--- config.mk ---
export PLATFORM = sky130hd
export DESIGN_NAME = fo_offset_regs
export DESIGN_NICKNAME = d
export VERILOG_FILES = /design/src/rtl/fo_pkg.sv /design/src/rtl/fo_defaults.sv /design/src/rtl/fo_ser_ctrl.sv /design/src/rtl/fo_par_ctrl.sv /design/src/rtl/fo_readback.sv /design/src/rtl/fo_offset_regs.sv
export SDC_FILE = /design/constraint.sdc
export NUM_CORES = 1
export LEC_CHECK = 0
export ABC_AREA = 1
export BUFFER_PORTS_ARGS = -buffer_cell sky130_fd_sc_hd__buf_2
export CORE_MARGIN = 2
export CORE_UTILIZATION = 47
export DETAILED_ROUTE_END_ITERATION = 6
export PLACE_DENSITY_LB_ADDON = 0.3
export SETUP_SLACK_MARGIN = 0.1
export SLEW_MARGIN = 20
export SYNTH_ARGS = -nofsm -noshare
export SYNTH_HDL_FRONTEND = slang
export SYNTH_HIERARCHICAL = 1
export SYNTH_SLANG_ARGS = --single-unit
--- constraint.sdc ---
create_clock -name clk -period 1.4 [get_ports clk]
set_input_delay 0.42 -clock clk [delete_from_list [all_inputs] [get_ports clk]]
set_output_delay 0.42 -clock clk [all_outputs]
set_load 0.005 [all_outputs]
--- src/rtl/fo_pkg.sv ---
package fo_pkg;
  typedef enum logic { TGT_EMPTY = 1'b0, TGT_FULL = 1'b1 } ofs_tgt_e;
  localparam int NUM_DEFAULTS = 8;
  localparam int DFLT_BASE_SHIFT = 3;
endpackage

--- src/rtl/fo_defaults.sv ---
module fo_defaults #(
  parameter int DEPTH = 1024,
  parameter int OW    = $clog2(DEPTH)
) (
  input  logic [2:0]    idx,
  output logic [OW-1:0] value
);
  import fo_pkg::*;
  logic [OW-1:0] tbl [NUM_DEFAULTS];

  for (genvar i = 0; i < NUM_DEFAULTS; i++) begin : g_tbl
    localparam longint RAW = (64'd1 << (i + DFLT_BASE_SHIFT)) - 64'd1;
    localparam longint LIM = (RAW > DEPTH - 1) ? DEPTH - 1 : RAW;
    assign tbl[i] = OW'(LIM);
  end

  assign value = tbl[idx];
endmodule

--- src/rtl/fo_ser_ctrl.sv ---
module fo_ser_ctrl #(
  parameter int OW = 10,
  parameter int BW = (OW > 1) ? $clog2(OW) : 1
) (
  input  logic            clk,
  input  logic            rst,
  input  logic            step,
  output fo_pkg::ofs_tgt_e tgt,
  output logic [BW-1:0]   bit_idx
);
  import fo_pkg::*;
  localparam logic [BW-1:0] LAST = BW'(OW - 1);

  always_ff @(posedge clk) begin
    if (rst) begin
      tgt     <= TGT_EMPTY;
      bit_idx <= '0;
    end else if (step) begin
      if (bit_idx == LAST) begin
        bit_idx <= '0;
        tgt     <= (tgt == TGT_EMPTY) ? TGT_FULL : TGT_EMPTY;
      end else begin
        bit_idx <= bit_idx + 1'b1;
      end
    end
  end
endmodule

--- src/rtl/fo_par_ctrl.sv ---
module fo_par_ctrl #(
  parameter int DEPTH  = 1024,
  parameter int OW     = $clog2(DEPTH),
  parameter int DATA_W = 16
) (
  input  logic              clk,
  input  logic              rst,
  input  logic              step,
  input  logic [DATA_W-1:0] din,
  output fo_pkg::ofs_tgt_e  tgt,
  output logic [OW-1:0]     clipped
);
  import fo_pkg::*;
  localparam logic [DATA_W-1:0] MAXV = DATA_W'(DEPTH - 1);

  always_comb begin
    if (din > MAXV) clipped = OW'(DEPTH - 1);
    else            clipped = din[OW-1:0];
  end

  always_ff @(posedge clk) begin
    if (rst)       tgt <= TGT_EMPTY;
    else if (step) tgt <= (tgt == TGT_EMPTY) ? TGT_FULL : TGT_EMPTY;
  end
endmodule

--- src/rtl/fo_readback.sv ---
module fo_readback #(
  parameter int OW     = 10,
  parameter int DATA_W = 16
) (
  input  logic              clk,
  input  logic              rst,
  input  logic              req,
  input  logic [OW-1:0]     empty_v,
  input  logic [OW-1:0]     full_v,
  output logic [DATA_W-1:0] dout
);
  import fo_pkg::*;
  ofs_tgt_e ptr;

  always_ff @(posedge clk) begin
    if (rst) begin
      ptr  <= TGT_EMPTY;
      dout <= '0;
    end else if (req) begin
      dout <= DATA_W'((ptr == TGT_EMPTY) ? empty_v : full_v);
      ptr  <= (ptr == TGT_EMPTY) ? TGT_FULL : TGT_EMPTY;
    end
  end
endmodule

--- src/rtl/fo_offset_regs.sv ---
module fo_offset_regs #(
  parameter int DEPTH  = 1024,
  parameter int OW     = $clog2(DEPTH),
  parameter int DATA_W = 16,
  parameter int BW     = (OW > 1) ? $clog2(OW) : 1
) (
  input  logic              clk,
  input  logic              rst,
  input  logic              load_mode,
  input  logic [1:0]        dflt_sel,
  input  logic              par_we,
  input  logic [DATA_W-1:0] par_din,
  input  logic              ser_en,
  input  logic              ser_din,
  input  logic              rd_req,
  output logic [OW-1:0]     empty_ofs,
  output logic [OW-1:0]     full_ofs,
  output logic [DATA_W-1:0] rd_data
);
  import fo_pkg::*;

  logic          mode_q;
  logic [OW-1:0] dflt_v;
  logic [OW-1:0] par_v;
  ofs_tgt_e      par_tgt, ser_tgt;
  logic [BW-1:0] ser_idx;
  logic          par_go, ser_go;

  assign par_go = par_we & ~mode_q;
  assign ser_go = ser_en & mode_q;

  fo_defaults #(.DEPTH(DEPTH), .OW(OW)) u_dflt (
    .idx   ({load_mode, dflt_sel}),
    .value (dflt_v)
  );

  fo_par_ctrl #(.DEPTH(DEPTH), .OW(OW), .DATA_W(DATA_W)) u_par (
    .clk     (clk),
    .rst     (rst),
    .step    (par_go),
    .din     (par_din),
    .tgt     (par_tgt),
    .clipped (par_v)
  );

  fo_ser_ctrl #(.OW(OW), .BW(BW)) u_ser (
    .clk     (clk),
    .rst     (rst),
    .step    (ser_go),
    .tgt     (ser_tgt),
    .bit_idx (ser_idx)
  );

  fo_readback #(.OW(OW), .DATA_W(DATA_W)) u_rb (
    .clk     (clk),
    .rst     (rst),
    .req     (rd_req),
    .empty_v (empty_ofs),
    .full_v  (full_ofs),
    .dout    (rd_data)
  );

  always_ff @(posedge clk) begin
    if (rst) begin
      mode_q    <= load_mode;
      empty_ofs <= dflt_v;
      full_ofs  <= dflt_v;
    end else if (par_go) begin
      if (par_tgt == TGT_EMPTY) empty_ofs <= par_v;
      else                      full_ofs  <= par_v;
    end else if (ser_go) begin
      if (ser_tgt == TGT_EMPTY) empty_ofs[ser_idx] <= ser_din;
      else                      full_ofs[ser_idx]  <= ser_din;
    end
  end
endmodule

==> metrics.log, run 1 <==
INFO  metric run_status = completed
INFO  metric timing.hold.worst_path_depth = 1
INFO  metric timing.rr.end = empty_ofs[4]$_DFFE_PP_
INFO  metric wl_met1 = 2146 um
INFO  metric wl = 4845 um
INFO  metric layout-drive-gt1-share = 31.04%
INFO  metric timing.hold.worst_endpoint = mode_q$_DFFE_PP_
INFO  metric worstPathMaxFanout = 5
INFO  metric grt_antenna_before_repair = 0
INFO  metric antennaDiodeCount = 0
INFO  metric drt_drc_violations_left = 0
INFO  metric max_clock_freq = 750.2 MHz
INFO  metric initial_util = 48.00%
INFO  metric final.fill_count = 455
INFO  metric routed-wl-met2 = 2390 um
INFO  metric drtAntennaViolNets = 0
INFO  metric pwr_density_cell = 942.1 mW/mm2
INFO  metric drt-vias-per-instance = 4.752
INFO  metric grt_pass1_wl = 8342 um
INFO  metric ys.warnings.count = 6
INFO  metric largest_net_degree_at_the_start_of_global_routing = 22
INFO  metric critPathKind = reg2reg
INFO  metric final_max_slew_viol_count = 0
INFO  metric std_cell_rows = 25
INFO  metric hold_removal_path_class = in2reg
INFO  metric yosysSeqAreaShare = 43.69%
INFO  metric worstSetupEndpointType = flip-flop
INFO  metric reg2reg_setup_slack = 0.07 ns
INFO  metric setup_viol_count_final = 0
INFO  metric synth.ff_latch_count = 38
INFO  metric number_of_buffer_cells_added_on_primary_ports = 54
INFO  metric cp_data_arrival_time = 1.34 ns
INFO  metric cts.path.max_buffers = 2
INFO  metric num_io_pins = 61
INFO  metric overflow = 0
INFO  metric fin_crit = 1.333 ns
INFO  metric tritoncts.num_buffers = 5
INFO  metric cts-root-buf = clkbuf_8
INFO  metric clkPwrFrac = 27.4%
INFO  metric worstRegToRegCells = 7
INFO  metric area_delta_synth_final = 27.14%
INFO  metric vias_in_the_first_global_route = 2023
INFO  metric die_w = 72.76 um
INFO  metric cp-start-kind = flip-flop
INFO  metric syn_area_per_cell = 6.858 um2
INFO  metric switching_share = 29.11%
INFO  metric worst-endpoint-required = 1.41 ns
INFO  metric multiInputGateArea = 0.001114 mm2
INFO  metric internal-power = 1.887 mW
INFO  metric highest_layer = met4
INFO  metric power.sequential.fraction = 50.5%
INFO  metric synthDistinctLibCells = 20
INFO  metric floorplan.core_area = 0.004629 mm2
INFO  metric dr.pass1.iters = 4
INFO  metric globalRouteTotalUtil = 20.11%
INFO  metric finalHoldViolCount = 0
INFO  metric r2r_start = mode_q$_DFFE_PP_
INFO  metric syn-cell-area = 0.002222 mm2
INFO  metric switchingPower = 0.7749 mW
INFO  metric cts_tree = done
INFO  metric sequential_cell_area = 970.9 um2
INFO  metric post-route-util = 61.03%
INFO  metric min_delay_startpoint = load_mode
INFO  metric cts.reportedPaths.clkPinSlew = 0.07 ns
INFO  metric combPwrFrac = 22.0%
INFO  metric grt_setup_unrepaired = yes
INFO  metric max_cap_violations = 0
INFO  metric timing.hold.ws = 0.4087 ns
INFO  metric cts_sinks = 38
INFO  metric syn-instance-count = 324
INFO  metric holdBufCountCts = 0
INFO  metric worst_ir_drop_vdd = 0.4376 mV
INFO  metric clk-insertion-delay-late = 0.29 ns
INFO  metric dp_hpwl = 3716 um
INFO  metric dr_wl_met3 = 235 um
INFO  metric overall_via_count_from_detail_route = 2124
INFO  metric max_clock_skew = 0.007402 ns
INFO  metric ctsHtreeMaxLevel = 2
INFO  metric die_h = 72.76 um
INFO  metric p_leak = 1.420 nW
INFO  metric dieArea = 0.005294 mm2
INFO  metric finalNetCount = 417
INFO  metric dr.first_iter.drc_count = 61
INFO  metric wire_length_per_cell_after_detailed_routing = 10.84 um
INFO  metric final.period_utilization = 95.22%
INFO  metric place_congestion = 0.9378
## timing repair
| item | 4_1_cts | 5_1_grt |
|---|---|---|
| pin swaps | 12 | 4 |
| setup endpoints to repair | 25 | 34 |
| setup buffers | 0 | 1 |
| resized for setup | 21 | 12 |
| cloned | 1 | 0 |
## placed cells by master (no fill, tap or decap), types with 2 or more instances in the layout
cell,n
a21oi_2,8
buf_4,13
inv_1,43
dfxtp_1,17
nand2_1,78
nand4_1,11
inv_2,4
nor2_2,21
a21oi_1,2
o21ai_0,2
nand2_4,4
nor2_4,3
nand3_1,22
clkinv_2,2
edfxtp_1,21
clkbuf_8,5
nand2_2,3
buf_2,54
nor2_1,63
conb_1,9
## synth_stat cells (all sizes together)
library cell	n	share of area, %
dfxtp	17	15
xnor2	1	0.39
buf	17	5.6
edfxtp	21	28
inv	47	7.9
nor3b	1	0.34
conb	2	0.34
nand3	22	5.0
nand4	11	3.1
nor2	87	15
o21ai	3	0.84
a21oi	10	2.4
nand2	85	15
## logic make-up after synthesis
family                 count (synthesis)  synth area share [%]
flip-flops                            38                 43.69
AO/OA/AOI/OAI                         13                 3.266
XOR/XNOR                               1                0.3942
other                                  2                0.3380
AND/OR/NAND/NOR                      206                 38.80
buffers and inverters                 64                 13.51
## worst max-delay path, cell delays in order, from the launching register on
cell	delay (ns)
edfxtp_1	0.43
inv_2	0.10
nand2_4	0.08
nand2_8	0.10
inv_2	0.05
nand2_4	0.09
nand2_4	0.09
nor2_2	0.11
## registers in the layout, summed over array words and instances, names as in the netlist
| signal | cells |
|---|---|
| empty_ofs | 10 |
| full_ofs | 10 |
| u_rb/dout | 10 |
| u_ser/bit_idx | 4 |
| mode_q | 1 |
| u_par/tgt | 1 |
| u_rb/ptr | 1 |
| u_ser/tgt | 1 |
## worst max-delay path by stage
stage	start	endpoint	slack [ns]	cells past startpoint
after global routing	mode_q$_DFFE_PP_	empty_ofs[4]$_DFFE_PP_	-0.001	7
after global placement	rst	empty_ofs[0]$_DFFE_PP_	-0.05	6
after CTS	mode_q$_DFFE_PP_	empty_ofs[0]$_DFFE_PP_	0.07	7
after floorplan	mode_q$_DFFE_PP_	empty_ofs[0]$_DFFE_PP_	0.09	7
after detailed placement	par_we	empty_ofs[4]$_DFFE_PP_	-0.06	7
final	mode_q$_DFFE_PP_	empty_ofs[4]$_DFFE_PP_	0.07	7
## power by group through the flow
stage / sequential, mW / combinational, mW / clock (mW)
after floorplan: 1.37 / 0.328 / 0
after global placement: 1.37 / 0.511 / 0
after detailed placement: 1.37 / 0.522 / 0
after CTS: 1.35 / 0.557 / 0.742
after global routing: 1.36 / 0.664 / 0.780
final: 1.35 / 0.587 / 0.730
## area by class of cell
| cell class | count | area share (%) |
|---|---|---|
| Multi-Input combinational cell | 230 | 39.42 |
| Sequential cell | 38 | 34.37 |
| Tap cell | 54 | 2.391 |
| Inverter | 47 | 6.244 |
| Clock buffer | 6 | 2.569 |
| Clock inverter | 2 | 0.3543 |
| Timing Repair Buffer | 70 | 14.66 |
## per-layer routing
metal	vias up	track usage [%]
met2	47	35.35
li1	1116	-
met5	-	0
met4	0	6.790
met3	9	4.420
met1	952	24.27
## metrics by stage
| step | setup WS (ns) | total power [mW] | setup TNS, ns | cell area, um2 | cells |
|---|---|---|---|---|---|
| detailed placement | -0.05935 | 1.893 | -0.6871 | 2606 | 437 |
| CTS | 0.07158 | 2.644 | 0 | 2760 | 446 |
| global route | -0.001319 | 2.802 | -0.001319 | 2825 | 447 |
| floorplan | 0.09048 | 1.702 | 0 | 2287 | 331 |
| finish | 0.06698 | 2.662 | 0 | 2825 | 447 |
| global placement | -0.04724 | 1.881 | -0.5359 | 2606 | 437 |
No activity file was read; power rests on OpenSTA's default activity.
==> run 2, diff against run 1 <==
--- a/config.mk
+++ b/config.mk
@@ -8,7 +8,7 @@
 export ABC_AREA = 1
 export BUFFER_PORTS_ARGS = -buffer_cell sky130_fd_sc_hd__buf_2
 export CORE_MARGIN = 2
-export CORE_UTILIZATION = 47
+export CORE_UTILIZATION = 35
 export DETAILED_ROUTE_END_ITERATION = 6
 export PLACE_DENSITY_LB_ADDON = 0.3
 export SETUP_SLACK_MARGIN = 0.1
==> constraint.sdc (replaced) <==
create_clock -name clk -period 1.3 [get_ports clk]
set_input_delay 0.39 -clock clk [delete_from_list [all_inputs] [get_ports clk]]
set_output_delay 0.39 -clock clk [all_outputs]
set_load 0.005 [all_outputs]
==> metrics.log, run 2 (same netlist as run 1, synthesis figures left out) <==
INFO  metric dr.first_iter.drc_count = 101
INFO  metric reg2reg_setup_slack = -0.02 ns
INFO  metric cts-root-buf = clkbuf_8
INFO  metric fin_crit = 1.320 ns
INFO  metric num_io_pins = 61
INFO  metric worst-endpoint-required = 1.31 ns
INFO  metric timing.hold.ws = 0.3828 ns
INFO  metric max_clock_freq = 757.3 MHz
INFO  metric dpl-instance-area = 0.002695 mm2
INFO  metric ctsHtreeMaxLevel = 2
INFO  metric cts.path.max_buffers = 2
INFO  metric critical_path.startpoint = mode_q$_DFFE_PP_
INFO  metric layout-drive-gt1-share = 35.89%
INFO  metric max_cap_violations = 0
INFO  metric drtAntennaViolNets = 0
INFO  metric wire_length_per_cell_after_detailed_routing = 11.70 um
INFO  metric sequential_cell_area = 970.9 um2
INFO  metric worstRegToRegCells = 7
INFO  metric final-instance-count-excl-fill = 481
INFO  metric cts_tree = done
INFO  metric critPathKind = reg2reg
INFO  metric layout.cell_area.non_filler = 0.003027 mm2
INFO  metric place_congestion = 0.8108
INFO  metric dp_hpwl = 4212 um
INFO  metric p_leak = 1.497 nW
INFO  metric die_h = 83.68 um
INFO  metric drt_drc_violations_left = 0
INFO  metric clk-insertion-delay-late = 0.29 ns
INFO  metric worstSetupEndpointType = flip-flop
INFO  metric dieArea = 0.007002 mm2
INFO  metric final_max_slew_viol_count = 0
INFO  metric initial_util = 35.61%
INFO  metric run_status = complete, but fails checks
INFO  metric vias_in_the_first_global_route = 2137
INFO  metric timing.rr.end = empty_ofs[9]$_DFFE_PP_
INFO  metric worstPathMaxFanout = 6
INFO  metric setup_tns = -0.04656 ns
INFO  metric pwr_density_cell = 1007 mW/mm2
INFO  metric mostFrequentLayoutCells = nand2_1 (77), nor2_1 (54), buf_2 (54)
INFO  metric crit_path_to = empty_ofs[9]$_DFFE_PP_
INFO  metric post-place-cells = 465
INFO  metric worst_ir_drop_vdd = 0.5689 mV
INFO  metric biggestRegsByFlops = empty_ofs x10, full_ofs x10, u_rb/dout x10
INFO  metric holdBufCountCts = 0
INFO  metric overall_via_count_from_detail_route = 2197
INFO  metric finalHoldViolCount = 0
INFO  metric area_delta_synth_final = 36.20%
INFO  metric post-route-util = 48.50%
INFO  metric floorplan.core_area = 0.006241 mm2
INFO  metric final.period_utilization = 101.6%
INFO  metric wl = 5629 um
INFO  metric antennaDiodeCount = 0
INFO  metric grt_setup_unrepaired = yes
INFO  metric cts.reportedPaths.clkPinSlew = 0.08 ns
INFO  metric cts_sinks = 38
INFO  metric number_of_buffer_cells_added_on_primary_ports = 54
INFO  metric std_cell_rows = 29
INFO  metric die_w = 83.68 um
INFO  metric globalRouteTotalUtil = 16.35%
INFO  metric grt_antenna_before_repair = 0
INFO  metric max_clock_skew = 0.005347 ns
INFO  metric hold_removal_path_class = in2reg
INFO  metric mostFrequentLayoutCell = nand2_1
INFO  metric setup_viol_count_final = 8
INFO  metric cp-start-kind = flip-flop
INFO  metric largest_net_degree_at_the_start_of_global_routing = 22
INFO  metric overflow = 0
INFO  metric multiInputGateArea = 0.001196 mm2
INFO  metric drt-vias-per-instance = 4.568
INFO  metric dr.pass1.iters = 4
INFO  metric failed_checks = negative setup slack
INFO  metric tritoncts.num_buffers = 5
INFO  metric grt_pass1_wl = 9418 um
INFO  metric cp_data_arrival_time = 1.33 ns
INFO  metric r2r_start = mode_q$_DFFE_PP_
INFO  metric worst_slack = -0.02041 ns
INFO  metric final.fill_count = 654
INFO  metric finalNetCount = 428
run 2: metal layers:
layer  part of all wire, %  wire length, um  GRT usage [%]
met1                    44             2481          20.36
met2                    49             2739          28.80
met3                   5.8              324          3.363
met4                   1.5               83          4.252
met5                     0                0              0
run 2: final cells by class:
class | instances | area share, %
multi-input cells | 230 | 39.52
repair buffers | 81 | 16.16
well taps | 77 | 3.183
flip-flops and latches | 38 | 32.08
clock inverters | 2 | 0.4134
clock buffers | 6 | 2.728
inverters | 47 | 5.912
run 2: worst max-delay path: stages (launching register included):
cell and delay, ns:
edfxtp_1 0.43, inv_2 0.10, nand2_4 0.08, nand2_8 0.09, inv_4 0.05, nand2_8 0.08, nand2_4 0.09, nor2_1 0.11
run 2: timing repair:
action                                  4_1_cts  5_1_grt
pin swaps                                     3        3
buffers inserted                              3        3
resized for setup                            26       24
gates cloned                                  2        0
endpoints found under the setup margin       52       63
run 2: how the worst min path moves through the flow:
stage | start | end | slack, ns | cells past startpoint
2_1_floorplan | rst | u_par/tgt$_SDFFE_PP0P_ | 0.47 | 1
3_3_place_gp | u_ser/tgt$_SDFFE_PP0P_ | u_ser/tgt$_SDFFE_PP0P_ | 0.49 | 2
3_5_place_dp | u_ser/tgt$_SDFFE_PP0P_ | u_ser/tgt$_SDFFE_PP0P_ | 0.53 | 2
4_1_cts | load_mode | mode_q$_DFFE_PP_ | 0.39 | 1
5_1_grt | load_mode | mode_q$_DFFE_PP_ | 0.39 | 1
6_report | load_mode | mode_q$_DFFE_PP_ | 0.38 | 1
run 2: per-stage QoR:
stage	total power, mW	setup WS [ns]
after floorplan	1.834	0.02379
after global placement	2.058	-0.1364
after detailed placement	2.074	-0.1598
after CTS	3.005	-0.02120
after global routing	3.207	-0.07105
final	3.048	-0.02041
run 2: where the power goes:
part	internal (mW)	switching, mW
registers	1.39	0.0561
clock network	0.427	0.454
logic	0.315	0.406
total	2.13	0.916
==> run 3, diff against run 2 <==
--- a/config.mk
+++ b/config.mk
@@ -10,6 +10,7 @@
 export CORE_MARGIN = 2
 export CORE_UTILIZATION = 35
 export DETAILED_ROUTE_END_ITERATION = 6
+export GPL_TIMING_DRIVEN = 0
 export PLACE_DENSITY_LB_ADDON = 0.3
 export SETUP_SLACK_MARGIN = 0.1
 export SLEW_MARGIN = 20
==> metrics.log, run 3 (same netlist as run 1, synthesis figures left out) <==
INFO  metric run_status = complete, but fails checks
INFO  metric failed_checks = negative setup slack
INFO  metric dieArea = 0.007002 mm2
INFO  metric grt_util_met1 = 18.39%
INFO  metric drt_drc_violations_left = 0
INFO  metric setup_tns = -1.270 ns
INFO  metric layout-drive-gt1-share = 34.65%
INFO  metric vias_in_the_first_global_route = 2084
INFO  metric timing.rr.end = full_ofs[5]$_DFFE_PP_
INFO  metric wire_length_per_cell_after_detailed_routing = 10.94 um
INFO  metric die_h = 83.68 um
INFO  metric worstPathMaxFanout = 10
INFO  metric num_io_pins = 61
INFO  metric fin_crit = 1.365 ns
INFO  metric biggestRegsByFlops = empty_ofs x10, full_ofs x10, u_rb/dout x10
INFO  metric holdBufCountCts = 0
INFO  metric globalRouteTotalUtil = 15.70%
INFO  metric mostFrequentLayoutCell = nand2_1
INFO  metric worstRegToRegCells = 6
INFO  metric wl = 5261 um
INFO  metric p_leak = 1.513 nW
INFO  metric finalNetCount = 428
INFO  metric initial_util = 35.61%
INFO  metric worstSetupEndpointType = flip-flop
INFO  metric drtAntennaViolNets = 0
INFO  metric setup_viol_count_final = 34
INFO  metric area_delta_synth_final = 36.49%
INFO  metric critical_path.startpoint = mode_q$_DFFE_PP_
INFO  metric finalHoldViolCount = 0
INFO  metric critPathKind = reg2reg
INFO  metric cts.reportedPaths.clkPinSlew = 0.07 ns
INFO  metric reg2reg_setup_slack = -0.06 ns
INFO  metric worst-endpoint-required = 1.30 ns
INFO  metric max_cap_violations = 0
INFO  metric largest_net_degree_at_the_start_of_global_routing = 13
INFO  metric dr.first_iter.drc_count = 66
INFO  metric pwr_density_cell = 971.5 mW/mm2
INFO  metric cts.path.max_buffers = 2
INFO  metric cts_sinks = 38
INFO  metric timing.hold.worst_path_depth = 1
INFO  metric worst_ir_drop_vdd = 0.4855 mV
INFO  metric max_clock_freq = 732.7 MHz
INFO  metric cts_tree = done
INFO  metric clk-insertion-delay-late = 0.29 ns
INFO  metric min_delay_startpoint = load_mode
INFO  metric overall_via_count_from_detail_route = 2167
INFO  metric grt.met3_usage = 3.660%
INFO  metric max_clock_skew = 0.007963 ns
INFO  metric timing.hold.ws = 0.3908 ns
INFO  metric overflow = 0
INFO  metric busiest_layer = met2
INFO  metric r2r_start = mode_q$_DFFE_PP_
INFO  metric hold_removal_path_class = in2reg
INFO  metric antennaDiodeCount = 0
INFO  metric global_route.usage.met2 = 28.58%
INFO  metric final.fill_count = 630
INFO  metric post-place-cells = 461
INFO  metric mostFrequentLayoutCells = nand2_1 (77), nor2_1 (60), buf_2 (56)
INFO  metric final.period_utilization = 105.0%
INFO  metric final-instance-count-excl-fill = 481
INFO  metric drt-vias-per-instance = 4.505
INFO  metric ctsHtreeMaxLevel = 2
INFO  metric tritoncts.num_buffers = 5
INFO  metric place_congestion = 0.8535
INFO  metric number_of_buffer_cells_added_on_primary_ports = 53
INFO  metric grt_antenna_before_repair = 0
INFO  metric dp_hpwl = 3950 um
INFO  metric post-route-util = 48.60%
INFO  metric die_w = 83.68 um
INFO  metric cp_data_arrival_time = 1.37 ns
INFO  metric grt_pass1_wl = 9032 um
INFO  metric cp-start-kind = flip-flop
INFO  metric grt_setup_unrepaired = yes
INFO  metric cts-root-buf = clkbuf_8
INFO  metric dr.pass1.iters = 5
INFO  metric std_cell_rows = 29
INFO  metric final_max_slew_viol_count = 0
INFO  metric floorplan.core_area = 0.006241 mm2
INFO  metric timing.hold.worst_endpoint = mode_q$_DFFE_PP_
INFO  metric worst_slack = -0.06472 ns
-- run 3: what timing repair did --
action | in CTS | in global routing
gates resized for setup | 19 | 27
pin swaps | 1 | 5
setup buffers | 7 | 3
gates cloned | 1 | 1
endpoints found under the setup margin | 58 | 63
-- run 3: how the worst max path moves through the flow --
stage                     slack, ns                     end  depth (start not counted)
final                         -0.06   full_ofs[5]$_DFFE_PP_                          6
after global routing          -0.13   full_ofs[7]$_DFFE_PP_                          6
after CTS                     -0.06  empty_ofs[5]$_DFFE_PP_                          7
after detailed placement      -0.28  empty_ofs[4]$_DFFE_PP_                          7
after global placement        -0.25  empty_ofs[4]$_DFFE_PP_                          7
after floorplan                0.02  empty_ofs[6]$_DFFE_PP_                          6
-- run 3: per-stage QoR --
step / area (um2) / total power [mW] / setup slack (ns)
after global routing: 3033 / 3.133 / -0.1314
after global placement: 2655 / 2.034 / -0.2457
after CTS: 2870 / 2.898 / -0.06040
after floorplan: 2293 / 1.834 / 0.02379
final: 3033 / 2.946 / -0.06472
after detailed placement: 2655 / 2.049 / -0.2770
-- run 3: metal layers --
layer / vias up / share of wire, %
met5: - / 0
met4: 0 / 0.84
met3: 6 / 5.2
met2: 53 / 50
met1: 961 / 44
li1: 1147 / -
-- run 3: critical path, stage by stage (launching register included) --
cell and delay, ns:
edfxtp_1 0.44, inv_2 0.12, nand2_4 0.09, nand2_8 0.10, o21ai_4 0.06, buf_12 0.14, nor2_2 0.12
-- run 3: layout make-up --
type	count	area, um2	share of cell area (%)
sequential	38	973.4	32.10
tap	77	96.34	3.177
multi-input combinational	230	1190	39.23
buffer	17	131.4	4.332
clock buffer	5	68.82	2.269
clock inverter	3	16.27	0.5363
inverter	47	178.9	5.899
timing repair buffer	64	377.9	12.46
-- run 3: where the power goes --
part	switching (mW)	leakage (nW)	internal, mW
combinational	0.396	1.13	0.319
clock	0.415	0.0416	0.367
sequential	0.0583	0.346	1.39
total	0.869	1.51	2.08
